--- config.mk ---
export PLATFORM = sky130hd
export DESIGN_NAME = vcap_addr_gen
export DESIGN_NICKNAME = d
export VERILOG_FILES = /design/src/rtl/vcap_pkg.sv /design/src/rtl/vcap_regs.sv /design/src/rtl/vcap_plane_ptr.sv /design/src/rtl/vcap_ovf_ctl.sv /design/src/rtl/vcap_addr_gen.sv
export SDC_FILE = /design/constraint.sdc
export NUM_CORES = 1
export LEC_CHECK = 0
export BUFFER_PORTS_ARGS = -buffer_cell sky130_fd_sc_hd__clkbuf_2
export CORE_MARGIN = 8
export CORE_UTILIZATION = 61
export CTS_CLUSTER_SIZE = 20
export DETAILED_ROUTE_END_ITERATION = 10
export PLACE_DENSITY = 0.81
export SETUP_SLACK_MARGIN = 0.2
export SLEW_MARGIN = 10
export SYNTH_ARGS = -nofsm -noshare
export SYNTH_HDL_FRONTEND = slang
export SYNTH_SLANG_ARGS = --single-unit
--- constraint.sdc ---
create_clock -name clk -period 5.87 [get_ports clk]
set_clock_uncertainty 0.15 [all_clocks]
set_input_delay 0.2935 -clock clk [delete_from_list [all_inputs] [get_ports clk]]
set_output_delay 0.2935 -clock clk [all_outputs]
set_load 0.01 [all_outputs]
--- src/rtl/vcap_pkg.sv ---
package vcap_pkg;

    localparam int NUM_PLANES = 3;
    localparam int NUM_BASES  = 2 * NUM_PLANES;
    localparam int PITCH_W    = 16;
    localparam int ALIGN_BITS = 5;

    localparam logic [2:0] OFF_PITCH = 3'd6;
    localparam logic [2:0] OFF_CTRL  = 3'd7;

    localparam int CB_PLANAR    = 0;
    localparam int CB_INTERLACE = 1;
    localparam int CB_PER_FIELD = 2;
    localparam int CB_UV_ODD    = 3;
    localparam int CB_RECOVER   = 5;

    typedef struct packed {
        logic recover_en;
        logic uv_even_from_odd;
        logic per_field;
        logic interlaced;
        logic planar;
    } ctrl_t;

    typedef enum logic [1:0] {
        OVF_RUN  = 2'd0,
        OVF_DROP = 2'd1,
        OVF_HALT = 2'd2
    } ovf_state_e;

endpackage

--- src/rtl/vcap_regs.sv ---
module vcap_regs
    import vcap_pkg::*;
#(
    parameter int ADDR_W = 32
) (
    input  logic                                   clk,
    input  logic                                   rst_n,
    input  logic                                   wr,
    input  logic [2:0]                             addr,
    input  logic [31:0]                            wdata,
    output logic [31:0]                            rdata,
    output logic [NUM_BASES-1:0][ADDR_W-1:0]       bases,
    output logic [PITCH_W-1:0]                     pitch_y,
    output logic [PITCH_W-1:0]                     pitch_uv,
    output ctrl_t                                  ctrl
);

    localparam logic [PITCH_W-1:0] PITCH_MASK = ~PITCH_W'((1 << ALIGN_BITS) - 1);

    typedef struct packed {
        logic [NUM_BASES-1:0][ADDR_W-1:0] base;
        logic [PITCH_W-1:0]               py;
        logic [PITCH_W-1:0]               puv;
        ctrl_t                            ctrl;
        logic [31:0]                      rdata;
    } regs_t;

    regs_t s_d, s_q;

    always_comb begin
        s_d = s_q;
        // registered read of the currently addressed word
        s_d.rdata = '0;
        if (addr == OFF_PITCH) begin
            s_d.rdata = {s_q.puv, s_q.py};
        end else if (addr == OFF_CTRL) begin
            s_d.rdata[CB_PLANAR]    = s_q.ctrl.planar;
            s_d.rdata[CB_INTERLACE] = s_q.ctrl.interlaced;
            s_d.rdata[CB_PER_FIELD] = s_q.ctrl.per_field;
            s_d.rdata[CB_UV_ODD]    = s_q.ctrl.uv_even_from_odd;
            s_d.rdata[CB_RECOVER]   = s_q.ctrl.recover_en;
        end else begin
            for (int i = 0; i < NUM_BASES; i++) begin
                if (addr == 3'(i)) s_d.rdata = 32'(s_q.base[i]);
            end
        end
        // writes
        if (wr) begin
            if (addr == OFF_PITCH) begin
                s_d.py  = wdata[PITCH_W-1:0] & PITCH_MASK;
                s_d.puv = wdata[31:32-PITCH_W] & PITCH_MASK;
            end else if (addr == OFF_CTRL) begin
                s_d.ctrl.planar           = wdata[CB_PLANAR];
                s_d.ctrl.interlaced       = wdata[CB_INTERLACE];
                s_d.ctrl.per_field        = wdata[CB_PER_FIELD];
                s_d.ctrl.uv_even_from_odd = wdata[CB_UV_ODD];
                s_d.ctrl.recover_en       = wdata[CB_RECOVER];
            end else begin
                for (int i = 0; i < NUM_BASES; i++) begin
                    if (addr == 3'(i)) s_d.base[i] = wdata[ADDR_W-1:0];
                end
            end
        end
    end

    always_ff @(posedge clk) begin
        if (!rst_n) begin
            s_q                 <= '0;
            s_q.ctrl.recover_en <= 1'b1;
        end else begin
            s_q <= s_d;
        end
    end

    assign rdata    = s_q.rdata;
    assign bases    = s_q.base;
    assign pitch_y  = s_q.py;
    assign pitch_uv = s_q.puv;
    assign ctrl     = s_q.ctrl;

    // control word only changes on a register write
    assert_ctrl_hold_R1: assert property (@(posedge clk) disable iff (!rst_n)
        !wr |=> $stable(s_q.ctrl));

endmodule

--- src/rtl/vcap_plane_ptr.sv ---
module vcap_plane_ptr #(
    parameter int ADDR_W = 32
) (
    input  logic              clk,
    input  logic              rst_n,
    input  logic              enable,
    input  logic              reload,
    input  logic [ADDR_W-1:0] base,
    input  logic              advance,
    input  logic [ADDR_W-1:0] pitch,
    output logic [ADDR_W-1:0] line_addr
);

    typedef struct packed {
        logic [ADDR_W-1:0] run;
        logic [ADDR_W-1:0] line;
    } ptr_t;

    ptr_t s_d, s_q;
    logic [ADDR_W-1:0] start_w;

    always_comb begin
        s_d     = s_q;
        start_w = reload ? base : s_q.run;
        if (!enable) begin
            s_d = '0;
        end else begin
            s_d.run = start_w;
            if (advance) begin
                s_d.line = start_w;
                s_d.run  = start_w + pitch;
            end
        end
    end

    always_ff @(posedge clk) begin
        if (!rst_n) s_q <= '0;
        else        s_q <= s_d;
    end

    assign line_addr = s_q.line;

    // after a line, the pointer sits one pitch beyond the published line
    assert_step_by_pitch_R2: assert property (@(posedge clk) disable iff (!rst_n)
        (enable && advance) |=> (s_q.run == s_q.line + $past(pitch)));

    // reload and line in one cycle publish the base itself
    assert_reload_line_R9: assert property (@(posedge clk) disable iff (!rst_n)
        (enable && reload && advance) |=> (s_q.line == $past(base)));

    // an inactive plane stays cleared
    assert_idle_plane_R4: assert property (@(posedge clk) disable iff (!rst_n)
        !enable |=> (s_q.line == '0 && s_q.run == '0));

endmodule

--- src/rtl/vcap_ovf_ctl.sv ---
module vcap_ovf_ctl
    import vcap_pkg::*;
(
    input  logic clk,
    input  logic rst_n,
    input  logic overflow,
    input  logic fifo_reset,
    input  logic line_start,
    input  logic recover_en,
    output logic halted,
    output logic dropping
);

    typedef struct packed {
        ovf_state_e state;
    } ovf_t;

    ovf_t s_d, s_q;

    always_comb begin
        s_d = s_q;
        unique case (s_q.state)
            OVF_RUN:  if (overflow) s_d.state = recover_en ? OVF_DROP : OVF_HALT;
            OVF_DROP: if (line_start && !overflow) s_d.state = OVF_RUN;
            OVF_HALT: if (fifo_reset) s_d.state = OVF_RUN;
            default:  s_d.state = OVF_RUN;
        endcase
    end

    always_ff @(posedge clk) begin
        if (!rst_n) s_q.state <= OVF_RUN;
        else        s_q <= s_d;
    end

    assign halted   = (s_q.state == OVF_HALT);
    assign dropping = (s_q.state != OVF_RUN);

    // the halted state holds until software resets the FIFO
    assert_halt_sticky_R10: assert property (@(posedge clk) disable iff (!rst_n)
        (halted && !fifo_reset) |=> halted);

    // a clean line start ends a drop
    assert_drop_ends_R11: assert property (@(posedge clk) disable iff (!rst_n)
        (s_q.state == OVF_DROP && line_start && !overflow) |=> !dropping);

    // recovery mode never raises the interrupt from the running state
    assert_recover_no_irq_R11: assert property (@(posedge clk) disable iff (!rst_n)
        (s_q.state == OVF_RUN && recover_en) |=> !halted);

endmodule

--- src/rtl/vcap_addr_gen.sv ---
module vcap_addr_gen
    import vcap_pkg::*;
#(
    parameter int ADDR_W = 32
) (
    input  logic              clk,
    input  logic              rst_n,
    input  logic              reg_wr,
    input  logic [2:0]        reg_addr,
    input  logic [31:0]       reg_wdata,
    output logic [31:0]       reg_rdata,
    input  logic              frame_start,
    input  logic              field_start,
    input  logic              field_odd,
    input  logic              line_start,
    input  logic              fifo_overflow,
    input  logic              fifo_reset,
    output logic              line_valid,
    output logic [ADDR_W-1:0] y_line_addr,
    output logic [ADDR_W-1:0] u_line_addr,
    output logic [ADDR_W-1:0] v_line_addr,
    output logic              line_drop,
    output logic              ovf_irq
);

    logic [NUM_BASES-1:0][ADDR_W-1:0]  bases;
    logic [PITCH_W-1:0]                pitch_y, pitch_uv;
    ctrl_t                             ctrl;
    logic                              halted, dropping;
    logic                              accept_line, reload, even_sel;
    logic [NUM_PLANES-1:0][ADDR_W-1:0] plane_addr;

    typedef struct packed {
        logic valid;
    } top_t;

    top_t s_d, s_q;

    vcap_regs #(.ADDR_W(ADDR_W)) u_regs (
        .clk      (clk),
        .rst_n    (rst_n),
        .wr       (reg_wr),
        .addr     (reg_addr),
        .wdata    (reg_wdata),
        .rdata    (reg_rdata),
        .bases    (bases),
        .pitch_y  (pitch_y),
        .pitch_uv (pitch_uv),
        .ctrl     (ctrl)
    );

    vcap_ovf_ctl u_ovf (
        .clk        (clk),
        .rst_n      (rst_n),
        .overflow   (fifo_overflow),
        .fifo_reset (fifo_reset),
        .line_start (line_start),
        .recover_en (ctrl.recover_en),
        .halted     (halted),
        .dropping   (dropping)
    );

    always_comb begin
        accept_line = line_start && !halted;
        reload      = !halted && (frame_start ||
                      (field_start && ctrl.interlaced && ctrl.per_field));
        even_sel    = ctrl.interlaced && !field_odd;
        s_d.valid   = accept_line;
    end

    for (genvar p = 0; p < NUM_PLANES; p++) begin : g_plane
        logic              take_even;
        logic [ADDR_W-1:0] base_pick;
        logic [ADDR_W-1:0] step;
        logic              active;

        if (p == 0) begin : g_luma
            assign take_even = even_sel;
            assign step      = ADDR_W'(pitch_y);
            assign active    = 1'b1;
        end else begin : g_chroma
            assign take_even = even_sel && !ctrl.uv_even_from_odd;
            assign step      = ADDR_W'(pitch_uv);
            assign active    = ctrl.planar;
        end

        assign base_pick = take_even ? bases[2*p+1] : bases[2*p];

        vcap_plane_ptr #(.ADDR_W(ADDR_W)) u_ptr (
            .clk       (clk),
            .rst_n     (rst_n),
            .enable    (active),
            .reload    (reload),
            .base      (base_pick),
            .advance   (accept_line),
            .pitch     (step),
            .line_addr (plane_addr[p])
        );
    end

    always_ff @(posedge clk) begin
        if (!rst_n) s_q <= '0;
        else        s_q <= s_d;
    end

    assign line_valid  = s_q.valid;
    assign y_line_addr = plane_addr[0];
    assign u_line_addr = plane_addr[1];
    assign v_line_addr = plane_addr[2];
    assign line_drop   = dropping;
    assign ovf_irq     = halted;

    // no line is issued while halted
    assert_halt_blocks_lines_R10: assert property (@(posedge clk) disable iff (!rst_n)
        ovf_irq |=> !line_valid);

    // chroma outputs stay zero in linear mode
    assert_linear_uv_zero_R4: assert property (@(posedge clk) disable iff (!rst_n)
        $past(!ctrl.planar) |-> (u_line_addr == '0 && v_line_addr == '0));

    // the interrupt implies the drop indication
    assert_irq_implies_drop_R11: assert property (@(posedge clk) disable iff (!rst_n)
        ovf_irq |-> line_drop);

endmodule

# After elaboration in Yosys (flattened, before gate mapping)

Index checks and enable logic that the tools add are counted.

Bitwise gates (word level): 3
Muxes and demuxes: 25
Add/sub/neg operators: 3
Equality and inequality tests: 12
Reductions and logical operators: 27

Operators by type and width:

| cell                                                            | count |
|---|---|
| 32-bit two-way mux                                              | 13 |
| 64-bit two-way mux                                              | 3 |
| 32-bit by 16-bit adder with 32-bit output                       | 3 |
| 26-bit two-way mux                                              | 1 |
| 4-bit AND reduction                                             | 6 |
| 3-bit == test, second input constant                            | 4 |
| 2-bit two-way mux                                               | 4 |
| 1-bit logical AND                                               | 7 |
| 3-bit by 2-bit == test with 1-bit output, second input constant | 2 |
| 2-bit one-hot mux with 3 select lines                           | 1 |
| 3-bit AND reduction                                             | 2 |
| 1-bit logical NOT                                               | 4 |
| 4-bit two-way mux                                               | 1 |
| 2-bit != test, second input constant                            | 2 |
| 2-bit AND reduction                                             | 2 |
| 3-bit by 1-bit == test with 1-bit output, second input constant | 1 |
| 3-bit logical NOT                                               | 1 |
| 1-bit inverter                                                  | 3 |
| 3-bit OR reduction                                              | 1 |
| 2-bit by 1-bit == test with 1-bit output, second input constant | 1 |
| 2-bit == test, second input constant                            | 1 |
| 2-bit logical NOT                                               | 1 |
| 1-bit two-way mux                                               | 2 |
| 2-bit by 1-bit != test with 1-bit output, second input constant | 1 |
| other kinds (3)                                                 | 3 |

Input port bits: 44
Output and inout bits: 131
Bits in registers: 446
Word-level logic and storage cells: 94

# Longest topological paths before layout

Gate-level depths: netlist of the first run.

Word-level depth: 9
Depth in mapped cells: 17
Mapped depth without buffers: 13

# Hierarchy

From an unflattened synthesis of the first run, not the netlist that was laid out.

Cell total of the unflattened synthesis: 3024
Area, all modules: 26107.5 µm²

By module, submodules not included:

| module                                | seq. area each (µm²) | times used | area each (µm²) | cells an instance |
|---|---|---|---|---|
| vcap_regs                             | 5024.8               | 1          | 10959.3         | 1331 |
| vcap_plane_ptr (g_plane[1].u_ptr ...) | 1281.2               | 2          | 4524.3          | 527 |
| vcap_plane_ptr (g_plane[0].u_ptr)     | 1281.2               | 1          | 4439.3          | 512 |
| vcap_addr_gen                         | 20.0                 | 1          | 1552.7          | 116 |
| vcap_ovf_ctl                          | 40.0                 | 1          | 107.6           | 11 |

# Worst setup path after synthesis of the first run

OpenSTA, ideal clock, no wires.

Path kind: reg2reg
Start point: register, netlist name u_regs.ctrl[1]
End point: register g_plane[1].u_ptr.s_q[57] (netlist bit)
Path slack: 1.540 ns
Clock period less this slack: 4.330 ns
Path buffers: 5
Arrival: 4.052 ns
Setup time: 0.128 ns
Required time: 5.592 ns
Cell stages (with the launch flop): 18
Cells stage by stage: dfxtp_1 a31o_2 and2_1 buf_2 buf_2 buf_2 buf_2 buf_1 a31oi_1 ha_1 fa_1 a21o_1 a221oi_1 o31ai_1 o2111ai_1 nand4b_1 xor2_1 nor2_1

Cells in the longest elaborated chain, start to end: 7
Elaborated cells between the ends (all ways): 10
Classes of those cells: add/sub: 1; mux: 3; reduce/logical: 6

Ends and longest elaborated chain:

| element                                       | line                 | source |
|---|---|---|
| 1-bit logical AND (2 in series)               | vcap_addr_gen.sv:66  | `(field_start && ctrl.interlaced && ctrl.per_field));` |
| 1-bit logical OR                              | vcap_addr_gen.sv:65  | `reload = !halted && (frame_start \|\|` |
| 1-bit logical AND                             | vcap_addr_gen.sv:65  |  |
| 32-bit two-way mux (*)                        | vcap_plane_ptr.sv:24 | `start_w = reload ? base : s_q.run;` |
| net g_plane[1].u_ptr.start_w[5]               | vcap_plane_ptr.sv:20 | `logic [ADDR_W-1:0] start_w;` |
| 32-bit by 16-bit adder with 32-bit output (*) | vcap_plane_ptr.sv:31 | `s_d.run = start_w + pitch;` |
| 64-bit two-way mux (*)                        | vcap_plane_ptr.sv:29 | `if (advance) begin` |
| end signal: assignment                        | vcap_plane_ptr.sv:37 | `if (!rst_n) s_q <= '0;` |
| end signal: assignment                        | vcap_plane_ptr.sv:38 | `else s_q <= s_d;` |
| end: declaration                              | vcap_plane_ptr.sv:19 | `ptr_t s_d, s_q;` |

The timed path passes the listed nets; every way through them passes the cells marked *.
A chain may end at the register's enable or synchronous reset.

# Worst setup path after layout of the first run

Start point: register, netlist name u_regs.ctrl[1]
End point: register g_plane[2].u_ptr.s_q[63] (netlist bit)

Cells in the longest elaborated chain, start to end: 7
Elaborated cells between the ends (all ways): 10
Classes of those cells: add/sub: 1; mux: 3; reduce/logical: 6

Ends and longest elaborated chain:

| element                                       | line |
|---|---|
| 1-bit logical AND (2 in series)               | vcap_addr_gen.sv:66 |
| 1-bit logical OR                              | vcap_addr_gen.sv:65 |
| 1-bit logical AND                             | vcap_addr_gen.sv:65 |
| 32-bit two-way mux (*)                        | vcap_plane_ptr.sv:24 |
| net g_plane[2].u_ptr.start_w[5]               | vcap_plane_ptr.sv:20 |
| 32-bit by 16-bit adder with 32-bit output (*) | vcap_plane_ptr.sv:31 |
| 64-bit two-way mux (*)                        | vcap_plane_ptr.sv:29 |
| end signal: assignment                        | vcap_plane_ptr.sv:37 |
| end signal: assignment                        | vcap_plane_ptr.sv:38 |
| end: declaration                              | vcap_plane_ptr.sv:19 |

Marks and branches as above.

==> results of run 1 <==
[cells by family after synthesis]
group                      share of synthesized area (%)
and+or+nand+nor                                     22.7
AOI/OAI and AO/OA                                   20.0
DFF                                                 40.3
buffers and inverters                               7.00
muxes                                               5.24
xor gates and xnor gates                            2.45
adders and majority gates                           2.30
[worst max-delay path by stage]
stage,start,endpoint,slack (ns)
3_5_place_dp,field_odd,g_plane[2].u_ptr.s_q[63],1.29
6_report,u_regs.ctrl[1],g_plane[2].u_ptr.s_q[63],1.24
3_3_place_gp,field_odd,g_plane[2].u_ptr.s_q[63],1.47
5_1_grt,u_regs.ctrl[1],g_plane[2].u_ptr.s_q[63],1.00
2_1_floorplan,u_regs.ctrl[1],g_plane[1].u_ptr.s_q[57],1.54
4_1_cts,u_regs.ctrl[1],g_plane[2].u_ptr.s_q[63],1.31
[routing by layer]
metal / vias to the layer above / global-route usage, % / wire, um
li1: 9560 / - / -
met1: 9741 / 45.1 / 30100
met2: 1121 / 51.7 / 32200
met3: 214 / 8.68 / 8040
met4: 10 / 15.7 / 3520
met5: - / 0.713 / 95
[state kept, by name, summed over array words and instances (netlist names)]
name	count
u_regs.bases	192
g_plane.u_ptr.line_addr	96
g_plane.u_ptr.s_q	96
u_regs.rdata	32
u_regs.pitch_uv	11
u_regs.pitch_y	11
u_regs.ctrl	5
u_ovf.s_q	2
line_valid	1
[layout by cell type, fill, tap and decap left out, types with 7 or more instances in the layout]
cell type | synthesis | routed
nand2_1 | 863 | 858
dfxtp_1 | 446 | 446
a21boi_0 | 239 | 239
a21oi_1 | 216 | 216
nor2_1 | 206 | 206
clkbuf_2 | 0 | 173
o21ai_0 | 84 | 84
mux2i_1 | 83 | 83
a31oi_1 | 46 | 46
clkbuf_16 | 0 | 45
nand3_1 | 39 | 37
xnor2_1 | 36 | 36
ha_1 | 36 | 36
dlygate4sd3_1 | 0 | 35
and2_1 | 39 | 34
buf_4 | 97 | 29
xor2_1 | 26 | 26
mux2_2 | 20 | 20
nor2b_1 | 18 | 17
o221ai_1 | 16 | 16
nand4_1 | 13 | 13
a21o_1 | 13 | 13
inv_1 | 12 | 12
a22o_1 | 11 | 11
clkbuf_8 | 0 | 11
or3_1 | 9 | 9
a22oi_1 | 9 | 9
and3_1 | 9 | 8
bufinv_16 | 0 | 8
nor3_1 | 8 | 7
a221oi_1 | 7 | 7
[critical path: cells and delay by family (launching register included)]
| family | cells | cell delay (ns) |
|---|---|---|
| fa+ha+maj | 2 | 0.75 |
| buf+inv | 1 | 0.33 |
| flops | 1 | 0.41 |
| simple gates | 3 | 0.92 |
| compound gates | 7 | 1.96 |
[area by class of cell]
| type | instances | area share (%) |
|---|---|---|
| multi-input cells | 2129 | 48.2 |
| flip-flops and latches | 446 | 36.6 |
| repair buffers | 238 | 5.92 |
| clock buffers | 62 | 5.33 |
| well taps | 468 | 2.40 |
| clock inverters | 21 | 1.34 |
| inverters | 12 | 0.185 |
| diodes | 1 | 0.0103 |
[stage by stage]
step / instances / hold slack, ns / instance area (um2) / setup slack [ns] / total power (W)
after global routing: 3377 / 0.272 / 24400 / 1.00 / 0.00700
after CTS: 3376 / 0.205 / 24400 / 1.31 / 0.00681
after global placement: 3258 / 0.293 / 22400 / 1.47 / 0.00366
after detailed placement: 3258 / 0.296 / 22400 / 1.29 / 0.00367
final: 3377 / 0.227 / 24400 / 1.24 / 0.00682
after floorplan: 2884 / 0.287 / 22200 / 1.54 / 0.00350
[power groups by stage]
| stage | clock network, W | registers [W] | logic, W |
|---|---|---|---|
| 6_report | 0.00317 | 0.00312 | 0.000525 |
| 5_1_grt | 0.00332 | 0.00312 | 0.000562 |
| 2_1_floorplan | 0 | 0.00317 | 0.000330 |
| 4_1_cts | 0.00318 | 0.00312 | 0.000511 |
| 3_3_place_gp | 0 | 0.00318 | 0.000481 |
| 3_5_place_dp | 0 | 0.00318 | 0.000489 |
==> impl_results.md, run 1 <==
- Initial DRC count: 2,582
- Worst path slowest cell: or3b_2
- TritonCTS Buffers: 45
- Core area: 0.0362 mm2
- Min-delay src: field_odd
- Final period utilization: 78.9%
- Comb pwr share: 7.7%
- VDD IR max: 0.263 mV
- Worst Setup End Kind: register
- Layout cells sized above 1: 11.7%
- Routed vias: 20,646
- Hold depth: 6
- Antenna-violating nets left: 0
- Status: complete, no violations
- Worst Path Required: 6.21 ns
- RSZ-0062 raised after global routing: false
- Worst Reg-to-Reg Cells: 13
- Worst skew pair latency: 0.59 ns
- Async SR Flop Fraction: 0%
- Antenna violations before repair: 5
- Clock power frac: 46.6%
- Setup crit start kind: register
- Crit-path max FO: 23
- Sequential share of power: 45.7%
- Hold-fix buffers at CTS: 35
- Resize count post-CTS: 0
- Port Buffers: 174
- DR pass1 iterations: 6
- CTS tree: yes
- Final hold vios: 0
- Total negative slack: 0 ns
- Num rows: 70
- Top post-synthesis cells by area: dfxtp_1, nand2_1, a21boi_0
- Area grow syn2layout: 10.0%
- DRT Wirelength: 74,000 um
- Synthesized cell area: 0.0222 mm2
- Vias in the first global route: 19,307
- Initial core utilization: 61.3%
- DR vias/cell: 6.11
- Largest net degree at the start of global routing: 180
- Fillers: 3,003
- Congestion Overflow GR: 0
- Sw Share: 24.5%
- Worst path cell trace: or3b_2, buf_4, nand2_1, a31oi_1, ha_1, fa_1, a211oi_1, o21ai_0, o22a_1, o2111ai_1, nor4_4, a31o_2, a21oi_1
- Avg WL per Cell: 21.9 um
- Clock sink count: 446
- Ports: 175
- Leakage: 9.04 nW
- Yosys warning total: 0
- Die height: 207 um
- Reg area: 0.00893 mm2
- Syn_area_per_cell: 7.69 um2
- Nets: 2,955
- Critical Path AT: 4.97 ns
- H-tree Lvls: 2
- Tmin final: 4.63 ns
- Critical path class: reg2reg
- Syn_nets: 2,967
- Final setup viols: 0
- Post-route DRC: 0
- Psw: 0.00167 W
- Crit-path max cell delay: 0.74 ns
- GP Congestion: 1.02
- DP HPWL: 50,600 um
- Die area: 0.0427 mm2
- First-pass GRT wire length: 113,000 um
- Clock transition at path regs: 0.06 ns
- Least-Margin Pin Slew: 1.22 ns
- Biggest area consumer among synthesized cells: dfxtp_1
- Slew HR: 18.2%
- Register area share after synthesis: 40.3%
- Final Max Slew Viols: 0
- Pint: 0.00515 W
- EDFF count, synth: 0
- Post-CTS Setup Bufs: 0
- Max clock buf depth: 3
- Reg2reg end: g_plane[2].u_ptr.s_q[63]
- Count leader, synth: nand2_1
- Hold Path Sink: g_plane[1].u_ptr.s_q[42]
- Reg2Reg Launch Point: u_regs.ctrl[1]
- Max-Cap Viols: 0
- Mapped Cells: 2,884
- Post-synth top area share: 40.3%
- Hold Crit Class: in2reg
- GRT Overall Usage: 34.1%
- Distinct cells, synth: 69
- Chip width: 207 um
- Pwr dens: 279 mW/mm2
- Synth cell count leaders: nand2_1, dfxtp_1, a21boi_0
- Area of the multi-input gates: 0.0118 mm2
- Post-Route Utilization: 67.5%
- Post-synthesis register bit count: 446
- Max Fclk: 0.216 GHz
- R2r setup slk: 1.24 ns
- CTS root buf: clkbuf_16
- Top FF cell, synth: dfxtp_1
Note: power is estimated with default switching activity, not from simulation.
==> run 2: changes to the inputs <==
- clock period: 5.87 -> 4.4 ns (I/O delays scaled with it)
==> run 2 against run 1 <==
  * Register-to-register slack lost 0.83 ns
  * Clock power grew 28%
  * First-iteration DRC count grew 6.7%
  * Power grew 31%
  * Utilization grew 0.75 points
  * Critical path type unchanged
  * Critical endpoint is now g_plane[1].u_ptr.s_q[63]
  * Largest power group is now registers
==> impl_results.md, run 2 (synthesis results as in run 1) <==
- Max-Cap Viols: 0 (unchanged)
- Area grow syn2layout: 11.2% (was 10.0%)
- Max Fclk: 0.250 GHz (was 0.216 GHz)
- Pwr dens: 363 mW/mm2 (was 279 mW/mm2)
- Die height: 207 um (unchanged)
- Layout cells sized above 1: 12.5% (was 11.7%)
- Critical Path AT: 4.30 ns (was 4.97 ns)
- Port Buffers: 174 (unchanged)
- Crit-path max FO: 16 (was 23)
- Least-Margin Pin Slew: 1.09 ns (was 1.22 ns)
- Area of the multi-input gates: 0.0118 mm2 (about the same)
- Reg2Reg Launch Point: u_regs.ctrl[1] (unchanged)
- RSZ-0062 raised after global routing: false (unchanged)
- Min-delay src: reg_wr (was field_odd)
- Die area: 0.0427 mm2 (unchanged)
- DR pass1 iterations: 6 (unchanged)
- Leakage: 9.22 nW (was 9.04 nW)
- Largest net degree at the start of global routing: 125 (was 180)
- Worst skew pair latency: 0.60 ns (was 0.59 ns)
- Total negative slack: 0 ns (unchanged)
- Hold Crit Class: in2reg (unchanged)
- Final Max Slew Viols: 0 (unchanged)
- CTS tree: yes (unchanged)
- Clock transition at path regs: 0.06 ns (about the same)
- Final setup viols: 0 (unchanged)
- Avg WL per Cell: 22.1 um (was 21.9 um)
- Fillers: 3,009 (was 3,003)
- Worst Path Required: 4.70 ns (was 6.21 ns)
- DRT Wirelength: 75,400 um (was 74,000 um)
- Fin worst setup slack: 0.408 ns (was 1.24 ns)
- Slew HR: 27.3% (was 18.2%)
- H-tree Lvls: 2 (unchanged)
- Worst Reg-to-Reg Cells: 13 (unchanged)
- Setup crit start kind: register (unchanged)
- Vias in the first global route: 19,972 (was 19,307)
- Congestion Overflow GR: 0 (unchanged)
- R2r setup slk: 0.41 ns (was 1.24 ns)
- Tmin final: 3.99 ns (was 4.63 ns)
- Ports: 175 (unchanged)
- Pre-CTS WS: 0.328 ns (was 1.29 ns)
- Final hold vios: 0 (unchanged)
- Max clock buf depth: 3 (unchanged)
- Largest register FFs: 192 (unchanged)
- TritonCTS Buffers: 47 (was 45)
- Core area: 0.0362 mm2 (unchanged)
- DP HPWL: 52,200 um (was 50,600 um)
- Reg area: 0.00893 mm2 (unchanged)
- Critical path class: reg2reg (unchanged)
- Antenna violations before repair: 3 (was 5)
- Leading cell type in the layout, fill and taps excluded: nand2_1 (unchanged)
- Chip width: 207 um (unchanged)
- Final period utilization: 90.7% (was 78.9%)
- Num rows: 70 (unchanged)
- Clock sink count: 446 (unchanged)
- Initial DRC count: 2,756 (was 2,582)
- Worst Setup End Kind: register (unchanged)
- Reg2reg end: g_plane[1].u_ptr.s_q[63] (was g_plane[2].u_ptr.s_q[63])
- Most frequent cells in the layout: nand2_1, dfxtp_1, a21boi_0 (unchanged)
- First-pass GRT wire length: 116,000 um (was 113,000 um)
- Antenna-violating nets left: 0 (unchanged)
- Routed vias: 21,013 (was 20,646)
- Hold Path Sink: u_regs.bases[163] (was g_plane[1].u_ptr.s_q[42])
- GRT Overall Usage: 35.0% (was 34.1%)
- Hold depth: 4 (was 6)
- Initial core utilization: 61.3% (unchanged)
- Post-route DRC: 0 (unchanged)
- CTS root buf: clkbuf_16 (unchanged)
- DR vias/cell: 6.15 (was 6.11)
- Status: complete, no violations (unchanged)
- # diodes: 0 (was 1)
- Nets: 2,995 (was 2,955)
- GP Congestion: 0.988 (was 1.02)
- VDD IR max: 0.331 mV (was 0.263 mV)
run 2: cell count changes in the layout (fill, tap and decap cells not counted), sizes merged, moves of 3 or more:
cell	change
clkinv	+3
clkbuf	+8
clkinvlp	-3
bufinv	-6
buf	+35
dlygate4sd3	+3
run 2: cell type report:
class                           count  area share, %
Clock inverter                     16          0.664
Timing Repair Buffer              276           7.15
Inverter                           12          0.183
Multi-Input combinational cell   2129           47.7
Tap cell                          468           2.37
Clock buffer                       70           5.73
Sequential cell                   446           36.2
run 2: worst max-delay path, cell delays in order (launching register included):
cell       delay [ns]
dfxtp_1          0.43
a31o_2           0.33
and2_4           0.25
buf_4            0.23
nor2_1           0.07
a31oi_1          0.35
fa_1             0.31
a21o_1           0.16
a221oi_1         0.13
o31ai_1          0.47
o2111ai_2        0.35
nor4_1           0.40
xnor2_1          0.17
nor2_1           0.05
run 2: timing repair:
action                                 4_1_cts  5_1_grt
hold buffers                                38        0
setup endpoints to repair                    0       20
setup buffers                                0        1
resized for setup                            0        2
endpoints found under the hold margin      230        0
run 2: metrics by stage:
step           instance area, um2  utilization, %  std cells  total power, W  hold WS, ns
6_report                    24700            68.2       3417         0.00896        0.133
4_1_cts                     24600            68.1       3416         0.00895       0.0774
3_5_place_dp                22700            62.7       3292         0.00493        0.296
2_1_floorplan               22200               -       2884         0.00467        0.215
5_1_grt                     24700            68.2       3417         0.00919        0.154
3_3_place_gp                22700            62.7       3292         0.00491        0.293
run 2: power by group:
group / switching (W) / internal [W] / total [W]
combinational: 0.000487 / 0.000241 / 0.000728
clock: 0.00171 / 0.00235 / 0.00406
sequential: 0.0000650 / 0.00410 / 0.00416
run 2: worst max-delay path by stage:
stage                         from                        to  slack, ns
finish              u_regs.ctrl[1]  g_plane[1].u_ptr.s_q[63]       0.41
global route        u_regs.ctrl[1]  g_plane[1].u_ptr.s_q[57]       0.21
CTS                 u_regs.ctrl[1]  g_plane[2].u_ptr.s_q[63]       0.29
detailed placement  u_regs.ctrl[1]  g_plane[2].u_ptr.s_q[63]       0.33
global placement    u_regs.ctrl[1]  g_plane[1].u_ptr.s_q[57]       0.40
floorplan           u_regs.ctrl[1]  g_plane[1].u_ptr.s_q[57]       0.19
run 2: layer usage:
layer	wire, um	up-vias	global-route usage, %
li1	-	9645	-
met1	29300	9806	45.1
met2	32000	1267	52.3
met3	9250	291	9.10
met4	4830	4	20.8
met5	27	-	0
